`config.mk`:
```
export PLATFORM = sky130hd
export DESIGN_NAME = smbus_blkbuf
export DESIGN_NICKNAME = d
export VERILOG_FILES = /design/src/rtl/smbblk_pkg.sv /design/src/rtl/smbblk_datapath.sv /design/src/rtl/smbblk_ctl.sv /design/src/rtl/smbus_blkbuf.sv
export SDC_FILE = /design/constraint.sdc
export NUM_CORES = 1
export LEC_CHECK = 0
export BUFFER_PORTS_ARGS = -buffer_cell sky130_fd_sc_hd__buf_2
export CAP_MARGIN = 0
export CELL_PAD_IN_SITES_DETAIL_PLACEMENT = 1
export CELL_PAD_IN_SITES_GLOBAL_PLACEMENT = 1
export CORE_MARGIN = 1.5
export CORE_UTILIZATION = 30
export DETAILED_ROUTE_END_ITERATION = 8
export HOLD_SLACK_MARGIN = 0.12
export MAX_ROUTING_LAYER = met4
export PLACE_DENSITY_LB_ADDON = 0.2
export SLEW_MARGIN = 20
export SYNTH_ARGS = -nofsm -noshare
export SYNTH_HDL_FRONTEND = slang
export SYNTH_HIERARCHICAL = 1
export SYNTH_SLANG_ARGS = --single-unit
```
`constraint.sdc`:
```
create_clock -name clk -period 5.3 [get_ports clk]
set_clock_uncertainty 0.15 [all_clocks]
set_input_delay 1.325 -clock clk [delete_from_list [all_inputs] [get_ports clk]]
set_output_delay 1.325 -clock clk [all_outputs]
set_load 0.05 [all_outputs]
```
`src/rtl/smbblk_pkg.sv`:
```
package smbblk_pkg;

  typedef enum logic [2:0] {
    ST_IDLE,
    ST_WR_BYTE,
    ST_RD_COUNT,
    ST_RD_FILL,
    ST_RD_DRAIN,
    ST_RD_BYTE,
    ST_I2C_WAIT,
    ST_I2C_HOLD
  } state_e;

  // Source of a byte written into the buffer
  typedef enum logic [1:0] {
    WSRC_HOST,
    WSRC_HOLD,
    WSRC_BUS
  } wsrc_e;

  // Source of a byte loaded into the holding register
  typedef enum logic [1:0] {
    HSRC_HOST,
    HSRC_BUS,
    HSRC_BUF
  } hsrc_e;

  typedef struct packed {
    logic  bufWe;
    wsrc_e bufSrc;
    logic  holdWe;
    hsrc_e holdSrc;
    logic  showBuf;
  } strobe_t;

endpackage

```
`src/rtl/smbblk_datapath.sv`:
```
module smbblk_datapath
  import smbblk_pkg::*;
#(
  parameter int DEPTH = 32,
  parameter int DW    = 8,
  localparam int AW   = $clog2(DEPTH)
) (
  input  logic          clk,
  input  logic          rstN,
  input  strobe_t       stb,
  input  logic [AW-1:0] wrAddr,
  input  logic [AW-1:0] rdAddr,
  input  logic [AW-1:0] sendIdx,
  input  logic [DW-1:0] hostData,
  input  logic [DW-1:0] busData,
  output logic [DW-1:0] hostRdData,
  output logic [DW-1:0] sendData
);

  logic [DW-1:0] mem [DEPTH];
  logic [DW-1:0] holdQ;
  logic [DW-1:0] memWData;
  logic [DW-1:0] holdD;

  always_comb begin
    case (stb.bufSrc)
      WSRC_HOLD: memWData = holdQ;
      WSRC_BUS:  memWData = busData;
      default:   memWData = hostData;
    endcase
  end

  always_comb begin
    case (stb.holdSrc)
      HSRC_BUS: holdD = busData;
      HSRC_BUF: holdD = mem[rdAddr];
      default:  holdD = hostData;
    endcase
  end

  always_ff @(posedge clk) begin
    if (stb.bufWe) mem[wrAddr] <= memWData;
  end

  always_ff @(posedge clk) begin
    if (!rstN)           holdQ <= '0;
    else if (stb.holdWe) holdQ <= holdD;
  end

  assign hostRdData = stb.showBuf ? mem[rdAddr] : holdQ;
  assign sendData   = mem[sendIdx];

  // one host byte lands in exactly one place
  assert_host_single_dest_R11: assert property (@(posedge clk) disable iff (!rstN)
    !(stb.holdWe && stb.holdSrc == HSRC_HOST && stb.bufWe && stb.bufSrc == WSRC_HOST));

  // holding register keeps its value unless the control asks for a load
  assert_hold_keeps_R1: assert property (@(posedge clk) disable iff (!rstN)
    !stb.holdWe |=> $stable(holdQ));

endmodule

```
`src/rtl/smbblk_ctl.sv`:
```
module smbblk_ctl
  import smbblk_pkg::*;
#(
  parameter int DEPTH = 32,
  parameter int DW    = 8,
  localparam int AW   = $clog2(DEPTH),
  localparam int IW   = $clog2(DEPTH + 1)
) (
  input  logic          clk,
  input  logic          rstN,
  input  logic          cfgBuffered,
  input  logic          cfgLastByte,
  input  logic [DW-1:0] cfgCount,
  input  logic          startBlkWr,
  input  logic          startBlkRd,
  input  logic          startI2cRd,
  input  logic          hostWrEn,
  input  logic          hostRdEn,
  input  logic          byteDoneAck,
  input  logic          rxCountValid,
  input  logic [DW-1:0] rxCount,
  input  logic          rxByteValid,
  output strobe_t       stb,
  output logic [AW-1:0] wrAddr,
  output logic [AW-1:0] rdAddr,
  output logic          sendReq,
  output logic          fetchReq,
  output logic          stopReq,
  output logic          cntLoad,
  output logic          evtIntr,
  output logic          evtByteDone,
  output logic          evtBusySet,
  output logic          evtBusyClr,
  output logic          evtDevErr
);

  state_e        state, stateN;
  logic [IW-1:0] idx, idxN;
  logic [IW-1:0] fillPtr, fillPtrN;
  logic [IW-1:0] fillLen, fillLenN;
  logic          lastPend, lastPendN;

  logic [IW-1:0] idxW, idxInc, idxStep, idxAdv, idxBase, fillInc;
  logic          inI2c, bufMode, startAny, countOk;

  always_comb begin
    idxW     = (idx >= IW'(DEPTH)) ? '0 : idx;
    idxInc   = idxW + IW'(1);
    idxStep  = idx + IW'(1);
    idxAdv   = (idxStep >= IW'(DEPTH)) ? '0 : idxStep;
    fillInc  = fillPtr + IW'(1);
    inI2c    = (state == ST_I2C_WAIT) || (state == ST_I2C_HOLD);
    bufMode  = cfgBuffered && !inI2c;
    startAny = startBlkWr || startBlkRd || startI2cRd;
    idxBase  = (state != ST_IDLE) ? '0 : idx;
    countOk  = (rxCount != '0) && (rxCount <= DW'(DEPTH));
  end

  always_comb begin
    stateN      = state;
    idxN        = idx;
    fillPtrN    = fillPtr;
    fillLenN    = fillLen;
    lastPendN   = lastPend;
    stb         = '0;
    stb.showBuf = bufMode;
    wrAddr      = idxW[AW-1:0];
    rdAddr      = idxW[AW-1:0];
    sendReq     = 1'b0;
    fetchReq    = 1'b0;
    stopReq     = 1'b0;
    cntLoad     = 1'b0;
    evtIntr     = 1'b0;
    evtByteDone = 1'b0;
    evtBusySet  = 1'b0;
    evtBusyClr  = 1'b0;
    evtDevErr   = 1'b0;

    if (startAny) begin
      stopReq = inI2c;
      idxN    = '0;
      if (startBlkWr) begin
        if (cfgBuffered) begin
          if (DW'(idxBase) == cfgCount) begin
            sendReq    = 1'b1;
            evtIntr    = 1'b1;
            evtBusyClr = 1'b1;
          end else begin
            evtDevErr = 1'b1;
          end
          stateN = ST_IDLE;
        end else begin
          stb.bufWe   = 1'b1;
          stb.bufSrc  = WSRC_HOLD;
          wrAddr      = '0;
          evtBusySet  = 1'b1;
          evtByteDone = 1'b1;
          stateN      = ST_WR_BYTE;
        end
      end else if (startBlkRd) begin
        stateN = ST_RD_COUNT;
      end else begin
        fetchReq   = 1'b1;
        evtBusySet = 1'b1;
        lastPendN  = 1'b0;
        stateN     = ST_I2C_WAIT;
      end
    end else begin
      if (hostWrEn) begin
        if (bufMode) begin
          stb.bufWe  = 1'b1;
          stb.bufSrc = WSRC_HOST;
          idxN       = idxInc;
        end else begin
          stb.holdWe  = 1'b1;
          stb.holdSrc = HSRC_HOST;
        end
      end else if (hostRdEn && bufMode) begin
        idxN = idxInc;
        if (state == ST_RD_DRAIN && DW'(idxInc) == cfgCount) begin
          evtBusyClr = 1'b1;
          idxN       = '0;
          stateN     = ST_IDLE;
        end
      end

      case (state)
        ST_WR_BYTE: if (byteDoneAck) begin
          if (DW'(idxAdv) == cfgCount) begin
            sendReq    = 1'b1;
            evtIntr    = 1'b1;
            evtBusyClr = 1'b1;
            idxN       = '0;
            stateN     = ST_IDLE;
          end else begin
            stb.bufWe   = 1'b1;
            stb.bufSrc  = WSRC_HOLD;
            wrAddr      = idxAdv[AW-1:0];
            evtByteDone = 1'b1;
            idxN        = idxAdv;
          end
        end
        ST_RD_COUNT: if (rxCountValid) begin
          if (countOk) begin
            cntLoad  = 1'b1;
            fillLenN = rxCount[IW-1:0];
            fillPtrN = '0;
            stateN   = ST_RD_FILL;
          end else begin
            evtDevErr = 1'b1;
            stateN    = ST_IDLE;
          end
        end
        ST_RD_FILL: if (rxByteValid) begin
          stb.bufWe  = 1'b1;
          stb.bufSrc = WSRC_BUS;
          wrAddr     = fillPtr[AW-1:0];
          fillPtrN   = fillInc;
          if (fillInc == fillLen) begin
            idxN = '0;
            if (cfgBuffered) begin
              evtIntr = 1'b1;
              stateN  = ST_RD_DRAIN;
            end else begin
              stb.holdWe  = 1'b1;
              stb.holdSrc = (fillPtr == '0) ? HSRC_BUS : HSRC_BUF;
              rdAddr      = '0;
              evtBusySet  = 1'b1;
              evtByteDone = 1'b1;
              stateN      = ST_RD_BYTE;
            end
          end
        end
        ST_RD_BYTE: if (byteDoneAck) begin
          rdAddr      = idxAdv[AW-1:0];
          stb.holdWe  = 1'b1;
          stb.holdSrc = HSRC_BUF;
          if (cfgLastByte) begin
            evtIntr    = 1'b1;
            evtBusyClr = 1'b1;
            idxN       = '0;
            stateN     = ST_IDLE;
          end else begin
            evtByteDone = 1'b1;
            idxN        = idxAdv;
          end
        end
        ST_I2C_WAIT: if (rxByteValid) begin
          stb.holdWe  = 1'b1;
          stb.holdSrc = HSRC_BUS;
          if (lastPend) begin
            evtIntr    = 1'b1;
            evtBusyClr = 1'b1;
            idxN       = '0;
            stateN     = ST_IDLE;
          end else begin
            evtByteDone = 1'b1;
            stateN      = ST_I2C_HOLD;
          end
        end
        ST_I2C_HOLD: if (byteDoneAck) begin
          idxN     = idxAdv;
          fetchReq = 1'b1;
          if (cfgLastByte) begin
            stopReq   = 1'b1;
            lastPendN = 1'b1;
          end
          stateN = ST_I2C_WAIT;
        end
        default: ;
      endcase
    end
  end

  always_ff @(posedge clk) begin
    if (!rstN) begin
      state    <= ST_IDLE;
      idx      <= '0;
      fillPtr  <= '0;
      fillLen  <= '0;
      lastPend <= 1'b0;
    end else begin
      state    <= stateN;
      idx      <= idxN;
      fillPtr  <= fillPtrN;
      fillLen  <= fillLenN;
      lastPend <= lastPendN;
    end
  end

  assert_idx_bound_R2: assert property (@(posedge clk) disable iff (!rstN)
    idx <= IW'(DEPTH));

  assert_err_excl_R3: assert property (@(posedge clk) disable iff (!rstN)
    !(evtDevErr && evtIntr));

  assert_send_idle_R3: assert property (@(posedge clk) disable iff (!rstN)
    sendReq |=> (state == ST_IDLE));

  assert_bd_not_done_R6: assert property (@(posedge clk) disable iff (!rstN)
    evtByteDone |-> !evtBusyClr);

  assert_stop_with_fetch_R9: assert property (@(posedge clk) disable iff (!rstN)
    (stopReq && !startAny) |-> fetchReq);

endmodule

```
`src/rtl/smbus_blkbuf.sv`:
```
module smbus_blkbuf
  import smbblk_pkg::*;
#(
  parameter int DEPTH = 32,
  parameter int DW    = 8,
  localparam int AW   = $clog2(DEPTH)
) (
  input  logic          clk,
  input  logic          rstN,
  input  logic          cfgBuffered,
  input  logic          cfgLastByte,
  input  logic [DW-1:0] cfgCount,
  input  logic          startBlkWr,
  input  logic          startBlkRd,
  input  logic          startI2cRd,
  input  logic          hostWrEn,
  input  logic [DW-1:0] hostWrData,
  input  logic          hostRdEn,
  output logic [DW-1:0] hostRdData,
  input  logic          byteDoneAck,
  input  logic          rxCountValid,
  input  logic [DW-1:0] rxCount,
  input  logic          rxByteValid,
  input  logic [DW-1:0] rxByte,
  input  logic [AW-1:0] sendIdx,
  output logic [DW-1:0] sendData,
  output logic [DW-1:0] sendLen,
  output logic          sendReq,
  output logic          fetchReq,
  output logic          stopReq,
  output logic          cntLoad,
  output logic          evtIntr,
  output logic          evtByteDone,
  output logic          evtBusySet,
  output logic          evtBusyClr,
  output logic          evtDevErr
);

  strobe_t       stb;
  logic [AW-1:0] wrAddr;
  logic [AW-1:0] rdAddr;

  assign sendLen = cfgCount;

  smbblk_ctl #(.DEPTH(DEPTH), .DW(DW)) u_ctl (
    .clk         (clk),
    .rstN        (rstN),
    .cfgBuffered (cfgBuffered),
    .cfgLastByte (cfgLastByte),
    .cfgCount    (cfgCount),
    .startBlkWr  (startBlkWr),
    .startBlkRd  (startBlkRd),
    .startI2cRd  (startI2cRd),
    .hostWrEn    (hostWrEn),
    .hostRdEn    (hostRdEn),
    .byteDoneAck (byteDoneAck),
    .rxCountValid(rxCountValid),
    .rxCount     (rxCount),
    .rxByteValid (rxByteValid),
    .stb         (stb),
    .wrAddr      (wrAddr),
    .rdAddr      (rdAddr),
    .sendReq     (sendReq),
    .fetchReq    (fetchReq),
    .stopReq     (stopReq),
    .cntLoad     (cntLoad),
    .evtIntr     (evtIntr),
    .evtByteDone (evtByteDone),
    .evtBusySet  (evtBusySet),
    .evtBusyClr  (evtBusyClr),
    .evtDevErr   (evtDevErr)
  );

  smbblk_datapath #(.DEPTH(DEPTH), .DW(DW)) u_dp (
    .clk       (clk),
    .rstN      (rstN),
    .stb       (stb),
    .wrAddr    (wrAddr),
    .rdAddr    (rdAddr),
    .sendIdx   (sendIdx),
    .hostData  (hostWrData),
    .busData   (rxByte),
    .hostRdData(hostRdData),
    .sendData  (sendData)
  );

endmodule

```
==> qor.txt <==
Die Ht -> 233 µm
WL final -> 55800 µm
commonest non-fill, non-tap cell in the layout -> edfxtp_1
Post-DP Area -> 18400 µm²
Die ar. -> 54400 µm²
Synth cell types -> 77
All-Layer GR Usage -> 21.3%
fin crit share -> 107%
Horiz. Die Dim -> 233 µm
Top Family by Delay on Critical Path -> buffers and inverters
ANT cells -> 0
worst reg2reg path depth -> 10
CTS tree -> done
Hold Path Class -> flip-flop to flip-flop
WL/cell -> 25.3 µm
layout cells sized above 1 -> 35.4%
Post-synth EDFFs -> 256
multi-input logic area -> 7460 µm²
clk_lat worst skew -> 0.55 ns
Detail Route Antenna Nets -> 0
dpl cells -> 2118
drt initial violations -> 819
Hold Vio Cnt, Final -> 0
max-cap violations -> 0
largest net degree at the start of global routing -> 45
Hold Slack -> 0.350 ns
global-route wire length before repair -> 83500 µm
post-layout instance area -> 20400 µm²
worst path bufs/invs -> 7
IO buf count -> 81
Register Area -> 8300 µm²
FFs w/ async S/R, synth -> 0%
Mapped Cells -> 1260
CP Data Arrival Time -> 4.19 ns
Peak VDD IR -> 0.163 mV
initial antenna violation count -> 1
cell row count -> 84
critical path's slowest cell -> a221oi_4
Worst Path Required -> 3.83 ns
DR pass1 iterations -> 5
Setup-failing EPs final -> 8
core area -> 52400 µm²
Residual DRC -> 0
worst-margin pin slew -> 1.08 ns
Starting Density -> 30.3%
crit-path cells -> buf_4 > nor3_4 > nand3_1 > o21ai_2 > nand2_2 > a221oi_4 > buf_12 > buf_12 > buf_12 > buf_4 > mux2i_1 > a22oi_2 > a21oi_2 > nor4_4 > buf_4 > mux2_4 > buf_8
Layout Nets -> 1553
Hold Path Cell Cnt -> 2
Leak Pwr -> 6.75 nW
dpl hpwl -> 39900 µm
top cells by area, synth -> edfxtp_1 48%, mux4_2 11%, mux2i_1 8.3%
status -> complete, but fails checks
Worst path depth -> 17
CP Class -> input pin to output pin
FF+latch count, synth -> 286
RSZ-0062 raised after global routing -> yes
pwr dens -> 260 nW/µm²
post-route setup slack -> -0.367 ns
vias in the first global route -> 12800
fin. max-slew vios -> 0
Clk pin slew, worst setup/hold paths -> 0.06 ns
CP max FO -> 8
most frequent cells in the layout -> 256 x edfxtp_1, 183 x buf_4, 127 x mux2i_1, 93 x nor2_1, 80 x mux4_2
H-tree depth -> 2
clk sinks -> 286
Rel. slew slack -> 27.8%
Final min period -> 5.67 ns
ys flop type -> edfxtp_1
Max Clk Rate -> 176 MHz
maximum root-to-sink buffer count -> 3
Ports -> 82
Yosys warning count -> 6
largest stage delay on the critical path -> 0.33 ns
Layout Cells excl Fill -> 2209
sequential area share after synthesis -> 52.1%
via/cell ratio -> 5.48
CP Launch Type -> input pin
Via Count -> 12100
post-synth top area share -> 48.3%
fill cell count -> 5540
CTS buffer count -> 34
violated checks -> setup timing
Yosys top cell by area -> edfxtp_1
GRT overflow -> 0
post-synthesis cell area -> 15900 µm²
CTS root buf -> clkbuf_16
CP Capture Type -> output pin
area delta synth->final -> 28.1%
GP Congestion -> 0.890
syn_area_per_cell -> 12.6 µm²
post-synth net total -> 1318
worst min-delay path, delay by kind of cell, from the launching register on:
kind | cells | cell delay (ns)
flops | 1 | 0.31
compound gates | 2 | 0.14
Yosys cell counts, types with 9 or more instances:
master and n:
mux2_2 16, nor3_1 16, nor2_1 95, inv_1 15, edfxtp_1 256, o21ai_1 9
mux4_2 80, buf_4 16, clkbuf_1 52, nor4_1 12, xnor2_1 14, nor2b_1 10
ha_1 9, dfxtp_1 30, nand2_1 73, mux2i_1 132, a21oi_1 80, o21ai_0 39
nand3_1 26, buf_2 21, a31oi_1 19, nand2b_1 17, a22oi_1 75, buf_1 13
registers in the layout, indices dropped and copies added (netlist names):
signal          count
u_ctl/fillPtr       6
u_dp/holdQ          8
u_ctl/lastPend      1
u_dp/mem          256
u_ctl/state         3
u_ctl/idx           6
u_ctl/fillLen       6
layer usage:
layer / GRT usage (%) / share of wire (%)
met5: - / 0
met4: 5.14 / 1.9
met3: 2.48 / 3.6
met2: 35.3 / 49
met1: 27.8 / 45
path summary, 6_finish.rpt:
path	from	slack, ns	to
worst min-delay path	u_ctl/fillLen[0]	0.35	u_ctl/fillLen[0]
worst max register to register	u_ctl/idx[0]	0.84	u_dp/mem[6][0]
worst min register to register	u_ctl/fillLen[0]	0.35	u_ctl/fillLen[0]
worst max-delay path	startBlkRd	-0.37	hostRdData[4]
cell type report:
class                   instances  area share (%)
well taps                     688            4.23
clock buffers                  48            4.69
flip-flops and latches        286            40.7
repair buffers                304            12.8
multi-input cells             851            36.6
inverters                      18           0.332
clock inverters                14           0.577
power by group:
group	leakage, nW	internal (mW)	switching [mW]
Sequential	2.56	2.47	0.00502
Combinational	3.66	0.209	0.323
Clock	0.521	1.32	0.978
Total	6.75	3.99	1.31
kinds of logic (layout without fill, tap and decap cells):
logic type,count (synthesis),after routing,share of synthesized area (%)
muxes,230,230,21.0
and+or+nand+nor,297,297,9.14
adders and majority gates,9,9,0.708
buffers and inverters,123,384,3.59
xor gates and xnor gates,19,19,1.05
AOI/OAI and AO/OA,296,296,12.4
DFF,286,286,52.1
what timing repair did:
action / 4_1_cts / 5_1_grt
pin swaps: 46 / 17
setup endpoints to repair: 9 / 9
hold buffers: 0 / 0
gates cloned: 4 / 0
resized for setup: 103 / 18
hold endpoints to repair: 0 / 0
buffers inserted: 28 / 4
metrics by stage:
stage                     TNS, ns  total power [mW]  setup slack [ns]  utilization (%)
after floorplan                 0              2.83            0.0539                -
after global placement      -5.02              3.02            -0.816             35.2
after detailed placement    -5.44              3.02            -0.832             35.2
after CTS                   -2.85              5.36            -0.386             38.7
after global routing        -3.86              5.46            -0.548             38.8
final                       -2.71              5.30            -0.367             38.8
Note: power is estimated with default switching activity, not from simulation.
